$ cat src/rtl/fdc_hif_pkg.sv
package fdc_hif_pkg;

  localparam logic [15:0] BANK_HD_BASE = 16'h0090;
  localparam logic [15:0] BANK_DD_BASE = 16'h00C8;
  localparam logic [15:0] MODE_PORT    = 16'h00BE;
  localparam logic [15:0] SPEED_PORT   = 16'h04BE;

  localparam int unsigned STAT_RQM_BIT = 7;
  localparam int unsigned STAT_DIO_BIT = 6;
  localparam int unsigned CTRL_RST_BIT = 4;

  localparam int unsigned SPD_SEL_LSB  = 5;
  localparam int unsigned SPD_SEL_W    = 2;
  localparam int unsigned SPD_STORE_BIT = 4;
  localparam int unsigned SPD_FLAG_BIT = 0;

  localparam logic [7:0] RD_FLOAT      = 8'hFF;
  localparam logic [7:0] RD_CTRL_CONST = 8'h40;
  localparam logic [5:0] RD_MODE_HIGH  = 6'b000010;
  localparam logic [3:0] RD_SPD_HIGH   = 4'hF;

  typedef enum logic [2:0] {
    PSEL_NONE,
    PSEL_STATUS,
    PSEL_DATA,
    PSEL_CTRL,
    PSEL_MODE,
    PSEL_SPEED
  } port_sel_e;

endpackage

$ cat src/rtl/fdc_port_decode.sv
module fdc_port_decode
  import fdc_hif_pkg::*;
(
  input  logic [15:0] addr_i,
  input  logic        live_bank_i,
  input  logic        speed_en_i,
  output port_sel_e   sel_o
);

  logic [1:0] bank_hit;

  for (genvar b = 0; b < 2; b++) begin : g_bank
    localparam logic [15:0] BASE = (b == 1) ? BANK_HD_BASE : BANK_DD_BASE;
    assign bank_hit[b] = (addr_i[15:3] == BASE[15:3]) && !addr_i[0] &&
                         (addr_i[2:1] != 2'b11);
  end

  always_comb begin
    sel_o = PSEL_NONE;
    if (|bank_hit) begin
      if (addr_i[4] == live_bank_i) begin
        unique case (addr_i[2:1])
          2'b00:   sel_o = PSEL_STATUS;
          2'b01:   sel_o = PSEL_DATA;
          2'b10:   sel_o = PSEL_CTRL;
          default: sel_o = PSEL_NONE;
        endcase
      end
    end else if (addr_i == MODE_PORT) begin
      sel_o = PSEL_MODE;
    end else if ((addr_i == SPEED_PORT) && speed_en_i) begin
      sel_o = PSEL_SPEED;
    end
  end

endmodule

$ cat src/rtl/fdc_irq_delay.sv
module fdc_irq_delay #(
  parameter int unsigned IRQ_DELAY = 512
) (
  input  logic clk,
  input  logic rst_n,
  input  logic start_i,
  input  logic clr_i,
  output logic pend_o
);

  localparam int unsigned CNT_W = (IRQ_DELAY > 2) ? $clog2(IRQ_DELAY) : 1;
  localparam logic [CNT_W-1:0] CNT_LOAD = CNT_W'(IRQ_DELAY - 1);

  logic [CNT_W-1:0] cnt_q, cnt_d;
  logic             busy_q, busy_d;
  logic             pend_q, pend_d;
  logic             expire;

  always_comb begin
    cnt_d  = cnt_q;
    busy_d = busy_q;
    expire = 1'b0;
    if (busy_q) begin
      if (cnt_q == '0) begin
        busy_d = 1'b0;
        expire = 1'b1;
      end else begin
        cnt_d = cnt_q - 1'b1;
      end
    end else if (start_i) begin
      busy_d = 1'b1;
      cnt_d  = CNT_LOAD;
    end
    pend_d = expire | (pend_q & ~clr_i);
  end

  always_ff @(posedge clk or negedge rst_n) begin
    if (!rst_n) begin
      cnt_q  <= '0;
      busy_q <= 1'b0;
      pend_q <= 1'b0;
    end else begin
      cnt_q  <= cnt_d;
      busy_q <= busy_d;
      pend_q <= pend_d;
    end
  end

  assign pend_o = pend_q;

endmodule

$ cat src/rtl/fdc_speed_regs.sv
module fdc_speed_regs
  import fdc_hif_pkg::*;
(
  input  logic       clk,
  input  logic       rst_n,
  input  logic       wr_i,
  input  logic [7:0] wdata_i,
  output logic       flag_o
);

  localparam int unsigned N_DRIVES = 1 << SPD_SEL_W;

  logic [SPD_SEL_W-1:0] sel_q, sel_d;
  logic [N_DRIVES-1:0]  flag_q, flag_d;
  logic [SPD_SEL_W-1:0] wr_sel;
  logic                 unused_wbits;

  assign wr_sel       = wdata_i[SPD_SEL_LSB +: SPD_SEL_W];
  assign unused_wbits = ^{wdata_i[7], wdata_i[3:1]};

  assign sel_d = wr_i ? wr_sel : sel_q;

  for (genvar i = 0; i < N_DRIVES; i++) begin : g_drv
    always_comb begin
      flag_d[i] = flag_q[i];
      if (wr_i && wdata_i[SPD_STORE_BIT] && (wr_sel == SPD_SEL_W'(i))) begin
        flag_d[i] = wdata_i[SPD_FLAG_BIT];
      end
    end
  end

  always_ff @(posedge clk or negedge rst_n) begin
    if (!rst_n) begin
      sel_q  <= '0;
      flag_q <= '0;
    end else begin
      sel_q  <= sel_d;
      flag_q <= flag_d;
    end
  end

  assign flag_o = flag_q[sel_q];

endmodule

$ cat src/rtl/fdc_host_if.sv
module fdc_host_if
  import fdc_hif_pkg::*;
#(
  parameter int unsigned IRQ_DELAY = 512
) (
  input  logic        clk,
  input  logic        rst_n,
  input  logic [15:0] io_addr,
  input  logic        io_wr,
  input  logic        io_rd,
  input  logic [7:0]  io_wdata,
  output logic [7:0]  io_rdata,
  input  logic        speed_en,
  input  logic [7:0]  ctrl_status,
  input  logic [7:0]  res_byte,
  output logic        res_pop,
  output logic        cmd_wr_stb,
  output logic [7:0]  cmd_wr_data,
  input  logic        cmd_done,
  input  logic        int_clr,
  input  logic        dma_arm,
  output logic        stat_clr,
  output logic        irq10,
  output logic        irq11,
  output logic        dma_rdy_hd,
  output logic        dma_rdy_dd,
  output logic        media_hd
);

  port_sel_e  sel;
  logic [1:0] mode_q, mode_d;
  logic       ctrl_bit_q, ctrl_bit_d;
  logic [7:0] last_q, last_d;
  logic       cw_q, cw_d;
  logic [7:0] cwd_q, cwd_d;
  logic       sclr_q, sclr_d;
  logic       dma_q, dma_d;
  logic       rqm, dio;
  logic       data_wr_ok, data_rd_pop, ctrl_wr, ctrl_flip, mode_wr, spd_wr;
  logic       spd_flag, int_pend;

  fdc_port_decode u_dec (
    .addr_i      (io_addr),
    .live_bank_i (mode_q[0]),
    .speed_en_i  (speed_en),
    .sel_o       (sel)
  );

  fdc_speed_regs u_spd (
    .clk     (clk),
    .rst_n   (rst_n),
    .wr_i    (spd_wr),
    .wdata_i (io_wdata),
    .flag_o  (spd_flag)
  );

  fdc_irq_delay #(.IRQ_DELAY(IRQ_DELAY)) u_irq (
    .clk     (clk),
    .rst_n   (rst_n),
    .start_i (cmd_done),
    .clr_i   (int_clr),
    .pend_o  (int_pend)
  );

  assign rqm = ctrl_status[STAT_RQM_BIT];
  assign dio = ctrl_status[STAT_DIO_BIT];

  assign data_wr_ok  = io_wr && (sel == PSEL_DATA) && rqm && !dio;
  assign data_rd_pop = io_rd && (sel == PSEL_DATA) && rqm && dio;
  assign ctrl_wr     = io_wr && (sel == PSEL_CTRL);
  assign ctrl_flip   = ctrl_wr && (io_wdata[CTRL_RST_BIT] != ctrl_bit_q);
  assign mode_wr     = io_wr && (sel == PSEL_MODE);
  assign spd_wr      = io_wr && (sel == PSEL_SPEED);

  always_comb begin
    mode_d     = mode_wr ? io_wdata[1:0] : mode_q;
    ctrl_bit_d = ctrl_wr ? io_wdata[CTRL_RST_BIT] : ctrl_bit_q;
    last_d     = data_rd_pop ? res_byte : last_q;
    cw_d       = data_wr_ok;
    cwd_d      = data_wr_ok ? io_wdata : cwd_q;
    sclr_d     = ctrl_flip;
    if (ctrl_flip) begin
      dma_d = 1'b0;
    end else if (dma_arm) begin
      dma_d = 1'b1;
    end else begin
      dma_d = dma_q;
    end
  end

  always_ff @(posedge clk or negedge rst_n) begin
    if (!rst_n) begin
      mode_q     <= 2'b11;
      ctrl_bit_q <= 1'b0;
      last_q     <= 8'h00;
      cw_q       <= 1'b0;
      cwd_q      <= 8'h00;
      sclr_q     <= 1'b0;
      dma_q      <= 1'b0;
    end else begin
      mode_q     <= mode_d;
      ctrl_bit_q <= ctrl_bit_d;
      last_q     <= last_d;
      cw_q       <= cw_d;
      cwd_q      <= cwd_d;
      sclr_q     <= sclr_d;
      dma_q      <= dma_d;
    end
  end

  always_comb begin
    unique case (sel)
      PSEL_STATUS: io_rdata = ctrl_status;
      PSEL_DATA:   io_rdata = data_rd_pop ? res_byte : last_q;
      PSEL_CTRL:   io_rdata = RD_CTRL_CONST;
      PSEL_MODE:   io_rdata = {RD_MODE_HIGH, mode_q};
      PSEL_SPEED:  io_rdata = {RD_SPD_HIGH, 3'b000, spd_flag};
      default:     io_rdata = RD_FLOAT;
    endcase
  end

  assign res_pop     = data_rd_pop;
  assign cmd_wr_stb  = cw_q;
  assign cmd_wr_data = cwd_q;
  assign stat_clr    = sclr_q;
  assign irq11       = int_pend & mode_q[0];
  assign irq10       = int_pend & ~mode_q[0];
  assign dma_rdy_hd  = dma_q & mode_q[0];
  assign dma_rdy_dd  = dma_q & ~mode_q[0];
  assign media_hd    = mode_q[1];

endmodule

$ cat config.mk
export PLATFORM = sky130hd
export DESIGN_NAME = fdc_host_if
export DESIGN_NICKNAME = d
export VERILOG_FILES = /design/src/rtl/fdc_hif_pkg.sv /design/src/rtl/fdc_port_decode.sv /design/src/rtl/fdc_irq_delay.sv /design/src/rtl/fdc_speed_regs.sv /design/src/rtl/fdc_host_if.sv
export SDC_FILE = /design/constraint.sdc
export NUM_CORES = 1
export LEC_CHECK = 0
export ABC_AREA = 1
export BUFFER_PORTS_ARGS = -buffer_cell sky130_fd_sc_hd__buf_2
export CORE_UTILIZATION = 23
export CTS_CLUSTER_SIZE = 24
export DETAILED_ROUTE_END_ITERATION = 7
export HOLD_SLACK_MARGIN = 0.02
export PLACE_DENSITY = 0.41
export SLEW_MARGIN = 40
export SYNTH_ARGS = -nofsm -noshare
export SYNTH_HDL_FRONTEND = slang
export SYNTH_SLANG_ARGS = --single-unit
$ cat constraint.sdc
create_clock -name clk -period 2.3 [get_ports clk]
set_input_delay 0.23 -clock clk [delete_from_list [all_inputs] [get_ports clk]]
set_output_delay 0.23 -clock clk [all_outputs]
set_load 0.1 [all_outputs]
==> reports/qor.csv <==
metric,value,unit
M1 GR Usage,16.4,%
final period utilization,96.5,%
most frequent CP cell,buf_12,
Layout fillers,1058,
Worst-Skew Late Latency,0.28,ns
"flops & latches, synth",39,
placeable core area,9860,um2
Mapped Area,2350,um2
Synth Flop Type,dfrtp_1,
Die ar.,10600,um2
Post-DP HPWL,4710,um
clock sinks,39,
sequential share of power,46.3,%
status,"complete, no violations",
Compound-Gate Fraction of Synth Area,8.93,%
delay of the slowest critical-path stage,0.57,ns
mux share of post-synthesis cell area,0,%
unrepaired setup endpoints after global routing,true,
Crit. End Element,output pin,
Post-Syn Nets,369,
Die Y,103,um
"EDFF count, synth",0,
ys async rst share,100,%
global route hottest layer,met2,
Final Setup Violations,0,
LEAKAGE,0.00169,uW
final net count,457,
"commonest non-fill, non-tap cells in the layout","buf_2 (63), nand2_1 (60), inv_1 (56), dfrtp_1 (37), nor2_1 (31)",
I/O Buffers,71,
Clock Tree Root,clkbuf_8,
part of the power in combinational logic,19.3,%
post-layout min period,2.22,ns
Synth Area in Adders,2.13,%
CTS tree,yes,
IO Pins,72,
post-synthesis cell count,317,
Initial Util,23.9,%
Slew Limit Fails,0,
actual slew at the worst max-slew pin,0.523,ns
Synth Area in XOR/XNOR,1.86,%
Synth Area in Simple Gates,34.1,%
H-tree levels,2,
Max Freq,451,MHz
hold wc startpoint,int_clr,
register area share after synthesis,41.6,%
WS Path Type,reg2out,
HP Class,in2reg,
Syn. warnings,0,
final wirelength,6090,um
RePlAce Congestion,0.797,
met2 Use GR,19.6,%
initial antenna violation count,0,
Final Hold Viols,0,
"Slowest-stage cell, CP",dfstp_2,
first-pass GRT wire length,9840,um
clock-pin slew on the worst setup and hold paths,0.08,ns
Net Switching,496,uW
Pint,1240,uW
crit path launch type,flip-flop,
cell area power density,527,nW/um2
post-synth cell types,32,
# diodes,0,
fin util,33.4,%
Rel. slew slack,65.1,%
CP required,2.07,ns
VDD IR max,0.334,mV
CTS Buf Count,5,
launch point of the worst path,mode_q[0],
Critical Path AT,1.99,ns
"commonest non-fill, non-tap cell in the layout",buf_2,
cell-by-cell trace of the critical path,inv_2 > nand2_4 > nand3_4 > nor3_4 > buf_12 > buf_6 > nand4_1 > nand3_1 > nand2_2 > buf_12,
Routed Antenna Nets,0,
largest family of logic cells by synthesized area,simple AND/OR/NAND/NOR gates,
Vias/cell,4.11,
first-pass iteration count of the detailed router,4,
syn avg cell area,7.43,um2
post-route non-filler standard cell count,539,
vias in the first global route,2071,
Clock Tree Buf Depth,2,
largest net degree at the start of global routing,40,
aggregate global-route resource usage,12.1,%
Clk network pwr share,34.4,%
Vias,2216,
die width,103,um
WL per Instance,11.3,um
MaxCap Viol Count,0,
Overflow after GRT,0,
drt initial violations,34,
Cell Rows,36,
Area growth syn-to-layout,39.7,%
Sw Ratio,28.6,%
Placed Cells,523,
crit-path max FO,6,
Final Skew,0.00372,ns
share of layout cells above drive strength 1,32.0,%
drt drc,0,
global routing met3 resource utilization,2.76,%
Worst R2R Start,mode_q[0],
==> through the flow <==
step / hold WS, ns / total power (uW) / area [um2] / setup TNS [ns] / worst slack (ns)
6_report: 0.118 / 1730 / 3290 / 0 / 0.0806
2_1_floorplan: -0.0656 / 1030 / 2380 / -0.00604 / -0.000756
3_5_place_dp: 0.335 / 1140 / 3050 / 0 / 0.156
5_1_grt: 0.116 / 1860 / 3290 / -0.219 / -0.0408
3_3_place_gp: 0.340 / 1140 / 3050 / 0 / 0.219
4_1_cts: 0.108 / 1760 / 3270 / 0 / 0.00182
==> metal layers <==
layer	part of all wire (%)	wire length (um)	vias up
met1	49	3010	1002
met3	4.9	300	2
met5	0	0	-
met2	45	2750	40
met4	0.49	30	0
li1	-	-	1172
==> worst max-delay path: cells and delay by family (launching register included) <==
family	cells	cell delay, ns
and+or+nand+nor	6	0.66
DFF	1	0.57
buffers and inverters	4	0.47
==> logic make-up (layout without fill, tap and decap cells) <==
kind of cell / count (synthesis) / after routing
AND/OR/NAND/NOR: 163 / 164
buffers and inverters: 67 / 155
AO/OA/AOI/OAI: 39 / 39
flip-flops: 39 / 39
XOR/XNOR: 5 / 5
adder cells (fa/ha/maj): 4 / 4
==> flip-flops by register name (all words and copies together), names as in the netlist <==
register,cells
last_q,8
mode_q,2
u_irq.busy_q,1
u_irq.cnt_q,9
u_irq.pend_o,1
u_spd.flag_q,4
cmd_wr_data,8
cmd_wr_stb,1
dma_q,1
ctrl_bit_q,1
stat_clr,1
u_spd.sel_q,2
==> power groups by stage <==
stage	Combinational [uW]	Sequential (uW)	Clock, uW
3_5_place_dp	330	812	0
2_1_floorplan	223	802	0
4_1_cts	335	800	627
6_report	335	802	597
5_1_grt	398	812	654
3_3_place_gp	326	815	0
==> layout make-up <==
class	count	area, um2	share of cell area [%]
timing repair buffer	85	612	18.6
tap	133	166	5.06
multi-input combinational	212	1180	35.8
clock buffer	6	82.6	2.51
clock inverter	2	35.0	1.06
inverter	62	238	7.22
sequential	39	978	29.7
==> worst paths after layout <==
path | end | depth (start not counted) | slack, ns
max in group asynchronous | mode_q[0] | 3 | 1.39
max reg2reg | cmd_wr_data[3] | 11 | 0.31
min | u_irq.pend_o | 2 | 0.12
max | io_rdata[7] | 10 | 0.08
min reg2reg | cmd_wr_data[3] | 2 | 0.48
min in group asynchronous | u_irq.cnt_q[6] | 3 | 0.54
==> cell usage after synthesis, types with 2 or more instances <==
master,instances,share of area (%)
inv_2,3,0.48
and2_1,8,2.1
nor2_1,32,5.1
dfstp_2,2,2.2
nand2_2,2,0.53
xor2_1,4,1.5
inv_1,57,9.1
nand4_1,16,4.3
ha_1,4,2.1
o21ai_1,6,1.3
buf_6,2,0.96
a21oi_1,10,2.1
buf_2,2,0.43
clkinv_1,2,0.32
nand3_1,22,4.7
nand3_4,2,1.5
dfrtp_1,37,39
o21ai_2,4,1.5
o21ai_0,19,4.0
nand2_1,71,11
==> what timing repair did <==
item	in CTS	in global routing
setup buffers	4	1
pin swaps	5	6
gates resized for setup	9	3
hold endpoints to repair	20	0
endpoints found under the setup margin	8	9
gates cloned	2	0
hold buffers	1	0
Power figures use the tool's default switching activity.
